[src/rtl/stride_pf_pkg.sv]
package stride_pf_pkg;

    localparam int CONF_W    = 2;
    localparam int CONF_FIRE = 2;

    typedef enum logic [1:0] {
        TR_ALLOC    = 2'd0,
        TR_ADOPT    = 2'd1,
        TR_MATCH    = 2'd2,
        TR_MISMATCH = 2'd3
    } train_kind_e;

    function automatic logic [CONF_W-1:0] conf_up(input logic [CONF_W-1:0] c);
        return (c == {CONF_W{1'b1}}) ? c : c + 1'b1;
    endfunction

    function automatic logic [CONF_W-1:0] conf_down(input logic [CONF_W-1:0] c);
        return (c == '0) ? c : c - 1'b1;
    endfunction

endpackage

[src/rtl/stride_pf_table.sv]
module stride_pf_table
    import stride_pf_pkg::*;
#(
    parameter int IDX_W  = 4,
    parameter int TAG_W  = 26,
    parameter int ADDR_W = 32
) (
    input  logic              clk,
    input  logic              rst_n,
    input  logic [IDX_W-1:0]  rd_idx,
    output logic              rd_vld,
    output logic [TAG_W-1:0]  rd_tag,
    output logic [ADDR_W-1:0] rd_last,
    output logic [ADDR_W-1:0] rd_stride,
    output logic [CONF_W-1:0] rd_conf,
    input  logic              wr_en,
    input  logic [TAG_W-1:0]  wr_tag,
    input  logic [ADDR_W-1:0] wr_last,
    input  logic [ADDR_W-1:0] wr_stride,
    input  logic [CONF_W-1:0] wr_conf
);

    localparam int ENTRIES = 1 << IDX_W;

    typedef struct packed {
        logic              vld;
        logic [TAG_W-1:0]  tag;
        logic [ADDR_W-1:0] last;
        logic [ADDR_W-1:0] stride;
        logic [CONF_W-1:0] conf;
    } entry_t;

    entry_t tbl_q [ENTRIES];
    entry_t tbl_d [ENTRIES];

    // read port: the entry as it stood before this cycle's update
    assign rd_vld    = tbl_q[rd_idx].vld;
    assign rd_tag    = tbl_q[rd_idx].tag;
    assign rd_last   = tbl_q[rd_idx].last;
    assign rd_stride = tbl_q[rd_idx].stride;
    assign rd_conf   = tbl_q[rd_idx].conf;

    always_comb begin
        for (int i = 0; i < ENTRIES; i++) begin
            tbl_d[i] = tbl_q[i];
        end
        if (wr_en) begin
            tbl_d[rd_idx].vld    = 1'b1;
            tbl_d[rd_idx].tag    = wr_tag;
            tbl_d[rd_idx].last   = wr_last;
            tbl_d[rd_idx].stride = wr_stride;
            tbl_d[rd_idx].conf   = wr_conf;
        end
    end

    always_ff @(posedge clk) begin
        for (int i = 0; i < ENTRIES; i++) begin
            if (!rst_n) begin
                tbl_q[i] <= '0;
            end else begin
                tbl_q[i] <= tbl_d[i];
            end
        end
    end

endmodule

[src/rtl/stride_pf_train.sv]
module stride_pf_train
    import stride_pf_pkg::*;
#(
    parameter int TAG_W  = 26,
    parameter int ADDR_W = 32
) (
    input  logic              ld_valid,
    input  logic [TAG_W-1:0]  ld_tag,
    input  logic [ADDR_W-1:0] ld_addr,
    input  logic              rd_vld,
    input  logic [TAG_W-1:0]  rd_tag,
    input  logic [ADDR_W-1:0] rd_last,
    input  logic [ADDR_W-1:0] rd_stride,
    input  logic [CONF_W-1:0] rd_conf,
    output logic              wr_en,
    output logic [TAG_W-1:0]  wr_tag,
    output logic [ADDR_W-1:0] wr_last,
    output logic [ADDR_W-1:0] wr_stride,
    output logic [CONF_W-1:0] wr_conf,
    output logic              hit,
    output train_kind_e       kind,
    output logic              fire,
    output logic [ADDR_W-1:0] fire_stride
);

    logic [ADDR_W-1:0] observed;
    logic              same_step;

    assign hit       = rd_vld && (rd_tag == ld_tag);
    assign observed  = ld_addr - rd_last;
    assign same_step = (observed == rd_stride);

    always_comb begin
        wr_en     = ld_valid;
        wr_tag    = ld_tag;
        wr_last   = ld_addr;
        wr_stride = rd_stride;
        wr_conf   = rd_conf;
        if (!hit) begin
            kind      = TR_ALLOC;
            wr_stride = '0;
            wr_conf   = '0;
        end else if (same_step) begin
            kind    = TR_MATCH;
            wr_conf = conf_up(rd_conf);
        end else if (rd_conf == '0) begin
            kind      = TR_ADOPT;
            wr_stride = observed;
        end else begin
            kind    = TR_MISMATCH;
            wr_conf = conf_down(rd_conf);
        end
    end

    assign fire = ld_valid && (kind == TR_MATCH)
                  && (wr_conf >= CONF_W'(CONF_FIRE))
                  && (rd_stride != '0);
    assign fire_stride = rd_stride;

endmodule

[src/rtl/stride_pf_gen.sv]
module stride_pf_gen #(
    parameter int ADDR_W  = 32,
    parameter int BLK_OFF = 6,
    parameter int DEPTH   = 4
) (
    input  logic                      clk,
    input  logic                      rst_n,
    input  logic                      load,
    input  logic [ADDR_W-1:0]         base,
    input  logic [ADDR_W-1:0]         stride,
    output logic                      pf_valid,
    output logic [ADDR_W-BLK_OFF-1:0] pf_addr,
    input  logic                      pf_ready
);

    localparam int BLK_W = ADDR_W - BLK_OFF;
    localparam int CNT_W = $clog2(DEPTH + 1);

    typedef struct packed {
        logic              active;
        logic [ADDR_W-1:0] addr;
        logic [ADDR_W-1:0] stride;
        logic [CNT_W-1:0]  remain;
        logic              have_last;
        logic [BLK_W-1:0]  last_blk;
    } gen_t;

    gen_t st_q, st_d;

    logic [BLK_W-1:0] cand_blk;
    logic             dup;
    logic             advance;

    assign cand_blk = st_q.addr[ADDR_W-1:BLK_OFF];
    assign dup      = st_q.have_last && (cand_blk == st_q.last_blk);
    assign pf_valid = st_q.active && !dup;
    assign pf_addr  = cand_blk;
    assign advance  = st_q.active && (dup || pf_ready);

    always_comb begin
        st_d = st_q;
        if (load) begin
            st_d.active    = 1'b1;
            st_d.addr      = base + stride;
            st_d.stride    = stride;
            st_d.remain    = CNT_W'(DEPTH);
            st_d.have_last = 1'b0;
            st_d.last_blk  = '0;
        end else if (advance) begin
            if (!dup) begin
                st_d.have_last = 1'b1;
                st_d.last_blk  = cand_blk;
            end
            st_d.addr = st_q.addr + st_q.stride;
            if (st_q.remain == CNT_W'(1)) begin
                st_d.active = 1'b0;
                st_d.remain = '0;
            end else begin
                st_d.remain = st_q.remain - 1'b1;
            end
        end
    end

    always_ff @(posedge clk) begin
        if (!rst_n) begin
            st_q <= '0;
        end else begin
            st_q <= st_d;
        end
    end

endmodule

[src/rtl/stride_pf_top.sv]
module stride_pf_top
    import stride_pf_pkg::*;
#(
    parameter int PC_W    = 32,
    parameter int ADDR_W  = 32,
    parameter int IDX_W   = 4,
    parameter int BLK_OFF = 6,
    parameter int DEPTH   = 4
) (
    input  logic                      clk,
    input  logic                      rst_n,
    input  logic                      ld_valid,
    input  logic [PC_W-1:0]           ld_pc,
    input  logic [ADDR_W-1:0]         ld_addr,
    output logic                      pf_valid,
    output logic [ADDR_W-BLK_OFF-1:0] pf_addr,
    input  logic                      pf_ready
);

    localparam int IDX_LO = 2;
    localparam int TAG_LO = IDX_LO + IDX_W;
    localparam int TAG_W  = PC_W - TAG_LO;

    logic [IDX_W-1:0]  ld_idx;
    logic [TAG_W-1:0]  ld_tag;

    logic              rd_vld;
    logic [TAG_W-1:0]  rd_tag;
    logic [ADDR_W-1:0] rd_last;
    logic [ADDR_W-1:0] rd_stride;
    logic [CONF_W-1:0] rd_conf;

    logic              wr_en;
    logic [TAG_W-1:0]  wr_tag;
    logic [ADDR_W-1:0] wr_last;
    logic [ADDR_W-1:0] wr_stride;
    logic [CONF_W-1:0] wr_conf;

    logic              tbl_hit;
    train_kind_e       tr_kind;
    logic              gen_load;
    logic [ADDR_W-1:0] gen_stride;

    assign ld_idx = ld_pc[TAG_LO-1:IDX_LO];
    assign ld_tag = ld_pc[PC_W-1:TAG_LO];

    stride_pf_table #(
        .IDX_W  (IDX_W),
        .TAG_W  (TAG_W),
        .ADDR_W (ADDR_W)
    ) u_table (
        .clk       (clk),
        .rst_n     (rst_n),
        .rd_idx    (ld_idx),
        .rd_vld    (rd_vld),
        .rd_tag    (rd_tag),
        .rd_last   (rd_last),
        .rd_stride (rd_stride),
        .rd_conf   (rd_conf),
        .wr_en     (wr_en),
        .wr_tag    (wr_tag),
        .wr_last   (wr_last),
        .wr_stride (wr_stride),
        .wr_conf   (wr_conf)
    );

    stride_pf_train #(
        .TAG_W  (TAG_W),
        .ADDR_W (ADDR_W)
    ) u_train (
        .ld_valid    (ld_valid),
        .ld_tag      (ld_tag),
        .ld_addr     (ld_addr),
        .rd_vld      (rd_vld),
        .rd_tag      (rd_tag),
        .rd_last     (rd_last),
        .rd_stride   (rd_stride),
        .rd_conf     (rd_conf),
        .wr_en       (wr_en),
        .wr_tag      (wr_tag),
        .wr_last     (wr_last),
        .wr_stride   (wr_stride),
        .wr_conf     (wr_conf),
        .hit         (tbl_hit),
        .kind        (tr_kind),
        .fire        (gen_load),
        .fire_stride (gen_stride)
    );

    stride_pf_gen #(
        .ADDR_W  (ADDR_W),
        .BLK_OFF (BLK_OFF),
        .DEPTH   (DEPTH)
    ) u_gen (
        .clk      (clk),
        .rst_n    (rst_n),
        .load     (gen_load),
        .base     (ld_addr),
        .stride   (gen_stride),
        .pf_valid (pf_valid),
        .pf_addr  (pf_addr),
        .pf_ready (pf_ready)
    );

endmodule

[config.mk]
export PLATFORM = sky130hd
export DESIGN_NAME = stride_pf_top
export DESIGN_NICKNAME = d
export VERILOG_FILES = /design/src/rtl/stride_pf_pkg.sv /design/src/rtl/stride_pf_table.sv /design/src/rtl/stride_pf_train.sv /design/src/rtl/stride_pf_gen.sv /design/src/rtl/stride_pf_top.sv
export SDC_FILE = /design/constraint.sdc
export NUM_CORES = 2
export LEC_CHECK = 0
export ABC_AREA = 1
export BUFFER_PORTS_ARGS = -buffer_cell sky130_fd_sc_hd__buf_2
export CAP_MARGIN = 10
export CELL_PAD_IN_SITES_DETAIL_PLACEMENT = 1
export CELL_PAD_IN_SITES_GLOBAL_PLACEMENT = 1
export CORE_MARGIN = 1.5
export CORE_UTILIZATION = 47
export DETAILED_ROUTE_END_ITERATION = 8
export PLACE_DENSITY_LB_ADDON = 0.1
export SLEW_MARGIN = 25
export SYNTH_ARGS = -nofsm -noshare
export SYNTH_HDL_FRONTEND = slang
export SYNTH_SLANG_ARGS = --single-unit
[constraint.sdc]
create_clock -name clk -period 8.56 [get_ports clk]
set_clock_uncertainty 0.05 [all_clocks]
set_input_delay 1.712 -clock clk [delete_from_list [all_inputs] [get_ports clk]]
set_output_delay 1.712 -clock clk [all_outputs]
set_load 0.02 [all_outputs]
==> impl_metrics.json <==
{
  "yosys_warnings": 0,
  "clk_pin_slew_worst_paths_ps": 60,
  "crit_top_cell": "nand2_1",
  "crit_slowest_cell": "nor2_4",
  "wl_per_cell_um": 24.95,
  "grt_max_degree": 306,
  "wl_um": 292200,
  "p_total_uw": 16610,
  "initial_utilization_pct": 47.25,
  "ys_ff_latch": 1583,
  "period_needed_ps": 7053,
  "synth_edf_count": 0,
  "fillers": 18908,
  "nets": 9711,
  "clock.fmax_ghz": 0.1418,
  "holdWs_ps": 414.6,
  "cp_top_family": "simple AND/OR/NAND/NOR gates",
  "core-area_um2": 151500,
  "dp_cells": 11393,
  "seq_area_frac_synth_pct": 44.26,
  "slowest_delay_ps": 570,
  "setup_violations": 0,
  "grt_pass1_vias": 73315,
  "ioPinCount": 95,
  "drt-pass1-iter-count": 6,
  "syn_area_per_cell_um2": 7.183,
  "die_area_um2": 154700,
  "worstMarginPinSlew_ps": 1304,
  "drtAntennaViolNets": 0,
  "insertion_delay_ps": 830,
  "cts_resized": 0,
  "overflow": 0,
  "grt_antenna_before_repair": 11,
  "hpwl_um": 166300,
  "cp-end-kind": "register",
  "post-route-util_pct": 52.09,
  "p_leak_uw": 0.03355,
  "fin_cells": 11710,
  "htreeDepth": 4,
  "peakVddDrop_mv": 0.1813,
  "ys_types": 49,
  "syn_nets": 10138,
  "grt_usage_pct": 36.55,
  "cts_buffers": 175,
  "crit_path_max_fanout": 60,
  "core.rowCount": 143,
  "drt_iter0_markers": 6373,
  "route.detailed.drc": 0,
  "maxSlewHeadroom_pct": 13.08,
  "die_y_um": 393.3,
  "synth_ff_type": "dfxtp_1",
  "rsz0062_at_grt": "false",
  "syn-cell-area_um2": 71600,
  "crit_required_ps": 9170,
  "tns_ps": 0,
  "cp.arrival_ps": 7660,
  "cts_max_path_buffers": 3,
  "final_hold_viol_count": 0,
  "synth-async-reset-ratio_pct": 0,
  "cts_setup_buffers": 0,
  "drive_above_1_share_pct": 6.624,
  "cp_num_buf_inv": 8,
  "path_class": "primary input to register",
  "cts.sinks": 1583,
  "min_period_over_period_pct": 82.39,
  "io_buffer_count": 92,
  "ctsHoldBuffers": 0,
  "power_density_nw_per_um2": 210.5,
  "grt_pass1_wl_um": 444600,
  "syn_to_final_growth_pct": 10.25,
  "cts_tree": "done",
  "holdCritPathClass": "register to register",
  "drt-vias-per-instance": 6.164,
  "startpoint_type": "primary input",
  "place_congestion": 0.9535,
  "slew_violations": 0,
  "clockRootBuffer": "clkbuf_16",
  "die_w_um": 393.3,
  "status": "completed",
  "synth_cells": 9968,
  "num_vias": 72175,
  "maxCapViolations": 0
}
==> logic make-up (layout without fill, tap and decap cells) <==
kind of cell	Yosys count	after routing	synth area share (%)
flip-flops	1583	1583	44.26
adder cells (fa/ha/maj)	102	102	1.814
buffers and inverters	1216	925	6.778
AO/OA/AOI/OAI	3467	3467	26.87
AND/OR/NAND/NOR	3518	3518	19.28
other	0	3	0
XOR/XNOR	82	82	1.003
==> tightest hold or removal path, delay by kind of cell (launching register included) <==
kind / cells / cell delay (ps)
flops: 1 / 300
buf+inv: 1 / 60
compound gates: 1 / 60
==> power by group <==
group,internal [µW],total [µW],switching [µW],leakage [µW]
sequential,7520,7600,76.3,0.0128
clock,4420,7690,3270,0.00284
combinational,309,1320,1020,0.0179
total,12300,16600,4360,0.0336
==> final cells by class <==
cell class	count	area (µm²)	share of cell area, %
multi-input combinational	7169	35270	44.68
antenna	3	7.507	0.009511
sequential	1583	31690	40.15
tap	2030	2540	3.218
timing repair buffer	274	2301	2.915
inverter	338	1300	1.647
clock buffer	270	5126	6.494
clock inverter	43	699.4	0.8861
==> cells in the final DEF, fill, tap and decap left out, types with 9 or more instances in the layout <==
cell	n
inv_2	24
ha_1	99
xor2_1	53
o21ai_0	1594
clkinv_1	19
nor2_4	23
bufinv_16	9
buf_2	90
o21bai_1	14
buf_12	35
nand3_1	168
clkbuf_8	39
a22oi_1	586
o211ai_2	32
nor2_1	1491
clkbuf_16	175
nand2_1	1683
xnor2_1	29
clkbuf_1	56
o22ai_1	11
dfxtp_1	1583
buf_4	146
inv_1	283
nor4_1	25
nand4_1	36
clkinv_2	19
a21oi_1	1178
a211oi_1	13
nor3_1	41
nand3b_1	29
==> cell usage after synthesis (31+ instances only) <==
| master | number | area [µm²] |
|---|---|---|
| buf_2 | 115 | 575.6 |
| o21ai_0 | 1594 | 7978 |
| ha_1 | 99 | 1239 |
| a22oi_1 | 586 | 4399 |
| nor4_1 | 31 | 193.9 |
| nor3_1 | 41 | 205.2 |
| nor2_1 | 1512 | 5675 |
| a21oi_1 | 1178 | 5896 |
| nand2_1 | 1685 | 6325 |
| dfxtp_1 | 1583 | 31690 |
| o211ai_2 | 32 | 400.4 |
| inv_1 | 285 | 1070 |
| nand4_1 | 36 | 225.2 |
| buf_4 | 36 | 270.3 |
| buf_1 | 86 | 322.8 |
| nand3_1 | 168 | 840.8 |
| xor2_1 | 53 | 464.2 |
| clkbuf_1 | 640 | 2402 |
==> state kept, by name (all words and copies together) (netlist names) <==
| signal | count |
|---|---|
| u_gen.st_q | 69 |
| u_gen.pf_addr | 26 |
| u_table.tbl_q | 1488 |
==> worst paths after layout <==
path,startpoint,to,slack [ps],cells past startpoint
setup / recovery,ld_pc[2],u_gen.st_q[62],1510,32
setup reg to reg,u_table.tbl_q[0][41],u_gen.st_q[62],3280,28
hold / removal,u_table.tbl_q[1][92],u_table.tbl_q[1][92],410,2
hold reg to reg,u_table.tbl_q[1][92],u_table.tbl_q[1][92],410,2
==> layer usage <==
| metal | share of wire, % | global-route usage [%] | vias up |
|---|---|---|---|
| met5 | 0 | 0 | - |
| met4 | 4.1 | 14.83 | 0 |
| met3 | 6.8 | 4.916 | 650 |
| met2 | 46 | 60.21 | 2552 |
| met1 | 43 | 48.17 | 36159 |
| li1 | - | - | 32814 |
==> metrics by stage <==
stage          setup slack, ps  area [µm²]
2_1_floorplan             2084       71600
3_3_place_gp             786.9       73050
3_5_place_dp             801.8       73070
4_1_cts                   1573       78890
5_1_grt                   1199       78930
6_report                  1507       78940
Note: power is estimated with default switching activity, not from simulation.
